<file path="config.mk">
export PLATFORM = sky130hd
export DESIGN_NAME = dsp_modulo_agu
export DESIGN_NICKNAME = d
export VERILOG_FILES = /design/src/rtl/modagu_pkg.sv /design/src/rtl/modagu_cfg.sv /design/src/rtl/modagu_next.sv /design/src/rtl/dsp_modulo_agu.sv
export SDC_FILE = /design/constraint.sdc
export NUM_CORES = 1
export LEC_CHECK = 0
export BUFFER_PORTS_ARGS = -buffer_cell sky130_fd_sc_hd__buf_2
export CELL_PAD_IN_SITES_DETAIL_PLACEMENT = 1
export CELL_PAD_IN_SITES_GLOBAL_PLACEMENT = 1
export CORE_UTILIZATION = 35
export CTS_CLUSTER_DIAMETER = 50
export CTS_CLUSTER_SIZE = 14
export DETAILED_ROUTE_END_ITERATION = 8
export PLACE_DENSITY = 0.81
export SETUP_SLACK_MARGIN = 0.1
export SYNTH_ARGS = -nofsm -noshare
export SYNTH_HDL_FRONTEND = slang
export SYNTH_HIERARCHICAL = 1
export SYNTH_SLANG_ARGS = --single-unit
</file>
<file path="constraint.sdc">
create_clock -name clk -period 3.66 [get_ports clk]
set_clock_uncertainty 0.2 [all_clocks]
set_input_delay 0 -clock clk [delete_from_list [all_inputs] [get_ports clk]]
set_output_delay 0 -clock clk [all_outputs]
set_load 0.1 [all_outputs]
</file>
<file path="src/rtl/modagu_pkg.sv">
package modagu_pkg;
    parameter int AW   = 32;
    parameter int MW   = 16;
    parameter int NBUS = 2;
    localparam int BW  = (NBUS > 1) ? $clog2(NBUS) : 1;

    typedef enum logic [1:0] {
        AM_HOLD = 2'd0,
        AM_INC  = 2'd1,
        AM_IDX  = 2'd2
    } amode_e;

    typedef struct packed {
        logic [MW-1:0]   lim;
        logic [MW-1:0]   base;
        logic [NBUS-1:0] en;
    } modcfg_t;

    typedef struct packed {
        logic          vld;
        logic [AW-1:0] ptr;
    } upd_t;
endpackage

</file>
<file path="src/rtl/modagu_cfg.sv">
module modagu_cfg
    import modagu_pkg::*;
(
    input  logic          clk,
    input  logic          rst_n,
    input  logic          we,
    input  logic          sel,
    input  logic [AW-1:0] wdata,
    output modcfg_t       cfg
);
    modcfg_t cfg_d, cfg_q;

    always_comb begin
        cfg_d = cfg_q;
        if (we) begin
            if (!sel) begin
                cfg_d.lim  = wdata[2*MW-1:MW];
                cfg_d.base = wdata[MW-1:0];
            end else begin
                cfg_d.en = wdata[NBUS-1:0];
            end
        end
    end

    always_ff @(posedge clk) begin
        if (!rst_n) cfg_q <= '0;
        else        cfg_q <= cfg_d;
    end

    assign cfg = cfg_q;
endmodule

</file>
<file path="src/rtl/modagu_next.sv">
module modagu_next
    import modagu_pkg::*;
(
    input  modcfg_t       cfg,
    input  logic [BW-1:0] bus,
    input  amode_e        mode,
    input  logic          size,
    input  logic [AW-1:0] ptr,
    input  logic [AW-1:0] idx,
    output logic [AW-1:0] nxt,
    output logic          wrap
);
    logic [NBUS-1:0] en_eff;

    // lowest-numbered enabled bus wins
    for (genvar g = 0; g < NBUS; g++) begin : g_prio
        if (g == 0) begin : g_first
            assign en_eff[g] = cfg.en[g];
        end else begin : g_rest
            assign en_eff[g] = cfg.en[g] & ~(|cfg.en[g-1:0]);
        end
    end

    logic [AW-1:0] p_clr, i_clr, step_d, sum_d;
    logic [MW-1:0] lim_clr, base_clr;

    always_comb begin
        p_clr    = {ptr[AW-1:1], 1'b0};
        i_clr    = {idx[AW-1:1], 1'b0};
        lim_clr  = {cfg.lim[MW-1:1], 1'b0};
        base_clr = {cfg.base[MW-1:1], 1'b0};
        case (mode)
            AM_INC:  step_d = AW'(2) << size;
            AM_IDX:  step_d = i_clr;
            default: step_d = '0;
        endcase
        sum_d = p_clr + step_d;
        wrap  = ((mode == AM_INC) || (mode == AM_IDX)) && en_eff[bus]
                && (p_clr[MW-1:0] == lim_clr);
        nxt   = wrap ? {p_clr[AW-1:MW], base_clr} : sum_d;
    end
endmodule

</file>
<file path="src/rtl/dsp_modulo_agu.sv">
module dsp_modulo_agu
    import modagu_pkg::*;
(
    input  logic        clk,
    input  logic        rst_n,
    input  logic        cfg_we,
    input  logic        cfg_sel,
    input  logic [31:0] cfg_wdata,
    input  logic        acc_vld,
    input  logic        acc_bus,
    input  logic [1:0]  acc_mode,
    input  logic        acc_size,
    input  logic [31:0] acc_ptr,
    input  logic [31:0] acc_idx,
    output logic        upd_vld,
    output logic [31:0] upd_ptr
);
    modcfg_t       cfg;
    logic [AW-1:0] nxt;
    logic          wrap;
    upd_t          res_d, res_q;

    modagu_cfg u_cfg (
        .clk   (clk),
        .rst_n (rst_n),
        .we    (cfg_we),
        .sel   (cfg_sel),
        .wdata (cfg_wdata),
        .cfg   (cfg)
    );

    modagu_next u_next (
        .cfg  (cfg),
        .bus  (acc_bus),
        .mode (amode_e'(acc_mode)),
        .size (acc_size),
        .ptr  (acc_ptr),
        .idx  (acc_idx),
        .nxt  (nxt),
        .wrap (wrap)
    );

    always_comb begin
        res_d     = res_q;
        res_d.vld = acc_vld;
        if (acc_vld) res_d.ptr = nxt;
    end

    always_ff @(posedge clk) begin
        if (!rst_n) res_q <= '0;
        else        res_q <= res_d;
    end

    assign upd_vld = res_q.vld;
    assign upd_ptr = res_q.ptr;


    vld_follow_chk: assert property (@(posedge clk) disable iff (!rst_n)
        acc_vld |=> upd_vld);


    idle_quiet_chk: assert property (@(posedge clk) disable iff (!rst_n)
        !acc_vld |=> (!upd_vld && $stable(upd_ptr)));


    lsb_zero_chk: assert property (@(posedge clk) disable iff (!rst_n)
        upd_vld |-> !upd_ptr[0]);


    hold_keep_chk: assert property (@(posedge clk) disable iff (!rst_n)
        (acc_vld && (acc_mode == 2'd0)) |=> (upd_ptr == {$past(acc_ptr[AW-1:1]), 1'b0}));


    wrap_upper_chk: assert property (@(posedge clk) disable iff (!rst_n)
        (acc_vld && wrap) |=> (upd_ptr[AW-1:MW] == $past(acc_ptr[AW-1:MW])));


    x_prio_chk: assert property (@(posedge clk) disable iff (!rst_n)
        (acc_vld && wrap && acc_bus) |-> !cfg.en[0]);
endmodule

</file>
; ---- Word level (Yosys, flattened, before mapping)
; Index checks and enable logic that the tools add are counted.
[totals]
register_bits = 67
latchBits = 0
mem_bits_rw = 0
romBits = 0
output_inout_bits = 33
word_cells = 23
memories = 0
[op_classes]
addsub = 1
mul = 0
n_div = 0
order_cmp = 1
n_eq_ne = 3
n_shift = 1
n_mux = 4
n_bitwise = 3
n_reduce_logical = 5
[op_table]
columns = operator, n
row1 = $pmux 32 s2, 1
row2 = $add 32x32->32, 1
row3 = $mux 32, 1
row4 = $shl 2x1->32 const A, 1
row5 = $eq 15x15->1, 1
row6 = $reduce_and 2->1, 2
row7 = $eq 2x1->1 const B, 1
row8 = $eq 2x2->1 const B, 1
row9 = $logic_and 1x1->1, 2
row10 = $lt 1x2->1 const B, 1
row11 = $mux 1, 2
row12 = $not 1->1, 2
row13 = $and 1x1->1, 1
row14 = $logic_or 1x1->1, 1

; ---- Depth between registers and ports, before layout
[logic_depth]
word_depth = 7
depth_mapped = 18

; ---- By module
; Netlist, hierarchy kept.
[by_module_without_submodules]
columns = module, instances, cells_each, area_each_um2
row1 = modagu_next, 1, 362, 2397.3
row2 = modagu_cfg, 1, 147, 1396.3
row3 = dsp_modulo_agu, 1, 105, 1270.0

; ---- Worst setup path before layout
; No wires, ideal clock.
[synth_timing]
path_type = input port to flip-flop
from = input acc_mode[0]
to = register res_q, in the netlist upd_ptr[31]
arrival_ns = 3.145
setup_slack_ns = 0.249
stages = 14
n_path_buf = 0
cell_sequence = inv_1 -> ha_1 -> or2_2 -> fa_1 -> nand2b_1 -> a21oi_2 -> o211ai_2 -> o41a_1 -> o311ai_2 -> a31oi_1 -> or3_1 -> nand4_1 -> mux2i_1 -> nor2b_1
[synth_between]
elab_chain_cells = 5
[synth_lines]
columns = item, line_no
row1 = "start, declared", dsp_modulo_agu.sv:11  ; input logic [1:0] acc_mode,
row2 = branches (longest 4 deep; another with $add 32x32->32), -
row3 = $mux 32 (*), modagu_next.sv:40  ; nxt = wrap ? {p_clr[AW-1:MW], base_clr} : sum_d;
row4 = named net nxt[31], dsp_modulo_agu.sv:19  ; logic [AW-1:0] nxt;
row5 = "end signal, assigned", dsp_modulo_agu.sv:51  ; else res_q <= res_d;
row6 = "end, declared", dsp_modulo_agu.sv:21  ; upd_t res_d, res_q;
; Mark *: on every way through the listed nets, which the timed path passes.
; A chain may end at the register's enable or synchronous reset.

; ---- Worst setup path in the final report
; Ends and elaborated chain as after synthesis.

==> run metrics <==
actual transition at the worst max-transition pin=1154 ps; Area Overhead vs Synth=36.28%; min setup slack post-route=325.7 ps; initial core utilization=35.93%; total nets after synthesis=744; area of all placed cells without fillers=6797 um^2; total I/O pin count=138; first-pass GRT wire length=26,150 um; final count of negative-setup-slack endpoints=0; Die Span X=121.4 um; crit path time final=3334 ps; CTS root buf=sky130_fd_sc_hd__clkbuf_16; post-cts sizing count=0; normalized max-slew margin=22.90%; count of antenna diodes in the layout=0; final estimated routing congestion in global placement=0.8193; number of warning messages in the yosys log=6; Clock transition at path regs=60 ps; PwrDens=384.9 nW/um^2; number of DRC violations after detailed routing=0; mean post-synth cell area=8.230 um^2; Worst path top cell family by delay=compound AO/OA/AOI/OAI gates; maximum clock frequency=299.9 MHz; commonest non-fill, non-tap cell in the layout=sky130_fd_sc_hd__buf_2; result of the run=completed; max-capacitance violation count=0; Cells after Synth=606; final WL=16,570 um; worst supply voltage drop on vdd=0.2128 mV; Static Leakage=3.153 nW; later-pin clock latency in the skew report=350 ps; number of buffers added on ports=134; pin count of the biggest net entering global routing=52; critical path type=in -> reg; via count of the first global-routing pass=5,465; die span in y=121.4 um; element type at the critical path start=input pin; most used cells in the layout excluding fill and tap cells=sky130_fd_sc_hd__buf_2, sky130_fd_sc_hd__nand2_1, sky130_fd_sc_hd__dlygate4sd3_1; H-tree level count=3; Final Cycle Share=91.10%; buffer levels on the longest clock path=2; CTS buffer count=9; Avg Vias per Cell=5.101; starting DRC count in detailed routing=198; Detail Placement HPWL=11,640 um; Setup crit end kind=register; wire length on met1=7195 um; Hold Path Class=in -> reg; Final nets=942; sequential fraction of design power=30.0%; internal portion of total power=1.750 mW; switching power as a share of total power=33.09%; Worst Setup Slack post-DPL=-91.52 ps; Clk network pwr share=40.9%; total standard cell area after synthesis=4987 um^2; switching pwr=865.6 uW; TritonCTS Sinks=65; buffering stage count on the worst path with inverters included=2; instance area at placement=5682 um^2; number of antenna violations at the first check in global routing=0; total number of vias=5,045; Wirelength per Cell=16.75 um; Core Region=13,880 um^2; Logic pwr share=29.1%; Max Slew Vio Count=0; data arrival time at the worst-slack endpoint=3410 ps; TritonCTS clock tree=built; post-CTS setup repair buffer count=0; number of hold violations in the final report=0; count of TritonRoute iterations in the first routing pass=4; number of placement rows=43; setup repair after global routing missed its margin=no; standard cell with the maximum stage delay on the critical path=sky130_fd_sc_hd__o41a_1; layout cell share with drive strength beyond 1=21.51%; stage delay of the slowest cell on the critical path=470 ps; maximum net fanout on the critical path=4; required time reported for the critical path endpoint=3740 ps; overflow left after global routing=0; Top Layer Used=met4; floorplan die area=14,730 um^2; number of antenna-violating nets in the routed design=0; overall fraction of global-route tracks in use=22.99%; Met2 Wirelength=8073 um; Cell Chain, Critical Path=buf_2 > inv_1 > ha_1 > or2_2 > fa_1 > nand2b_1 > a21oi_2 > o211ai_2 > o41a_1 > o311ai_2 > a31oi_1 > or3_1 > nand4_1 > mux2i_1 > nor2b_1; amount of wire on met3 after detailed routing=719 um
==> area by class of cell <==
class,count,area (um^2)
Fill cell,1696,7084
Multi-Input combinational cell,498,3357
Timing Repair Buffer,222,1519
Sequential cell,65,1301
Clock buffer,12,266.5
Tap cell,180,225.2
Clock inverter,4,97.59
Inverter,8,30.03
==> metal layers <==
| layer | vias up | track usage [%] |
|---|---|---|
| met2 | 150 | 40.09 |
| met3 | 36 | 4.558 |
| met4 | 0 | 11.19 |
| met1 | 2370 | 26.61 |
| li1 | 2489 | - |
| met5 | - | 0 |
==> final timing paths <==
kind | startpoint | endpoint | slack [ps] | cells after the start
setup / recovery | acc_mode[0] | upd_ptr[31] | 330 | 15
hold / removal | acc_idx[31] | upd_ptr[31] | 50 | 6
setup reg to reg | u_cfg/cfg[21] | upd_ptr[31] | 970 | 11
hold reg to reg | u_cfg/cfg[3] | u_cfg/cfg[3] | 270 | 2
==> power by group through the flow <==
stage	clock (mW)	combinational, mW	sequential, mW
floorplan	0	0.317	1.01
global placement	0	0.672	0.798
detailed placement	0	0.692	0.801
CTS	1.09	0.755	0.786
global route	1.12	0.814	0.791
finish	1.07	0.761	0.786
==> worst min-delay path, delay by kind of cell <==
kind	cells	cell delay [ps]
buffers and inverters	1	110
multiplexers	1	150
AND/OR/NAND/NOR	4	280
==> state kept, by name, indices dropped and copies added (netlist names) <==
signal,flops
u_cfg/cfg,32
upd_ptr,32
upd_vld,1
==> repair_timing <==
action,in CTS,in global routing
endpoints found under the setup margin,0,1
hold endpoints to repair,48,0
hold buffers,75,0
==> stage by stage <==
step | hold slack, ps | std cells | utilization (%) | TNS [ps] | power, mW
2_1_floorplan | -71.83 | 606 | - | 0 | 1.332
3_3_place_gp | 49.04 | 898 | 40.93 | 0 | 1.470
3_5_place_dp | 62.42 | 898 | 40.93 | -205.2 | 1.493
4_1_cts | 42.49 | 989 | 48.96 | 0 | 2.629
5_1_grt | 96.19 | 989 | 48.96 | 0 | 2.726
6_report | 51.13 | 989 | 48.96 | 0 | 2.616
No activity file was read; power rests on OpenSTA's default activity.
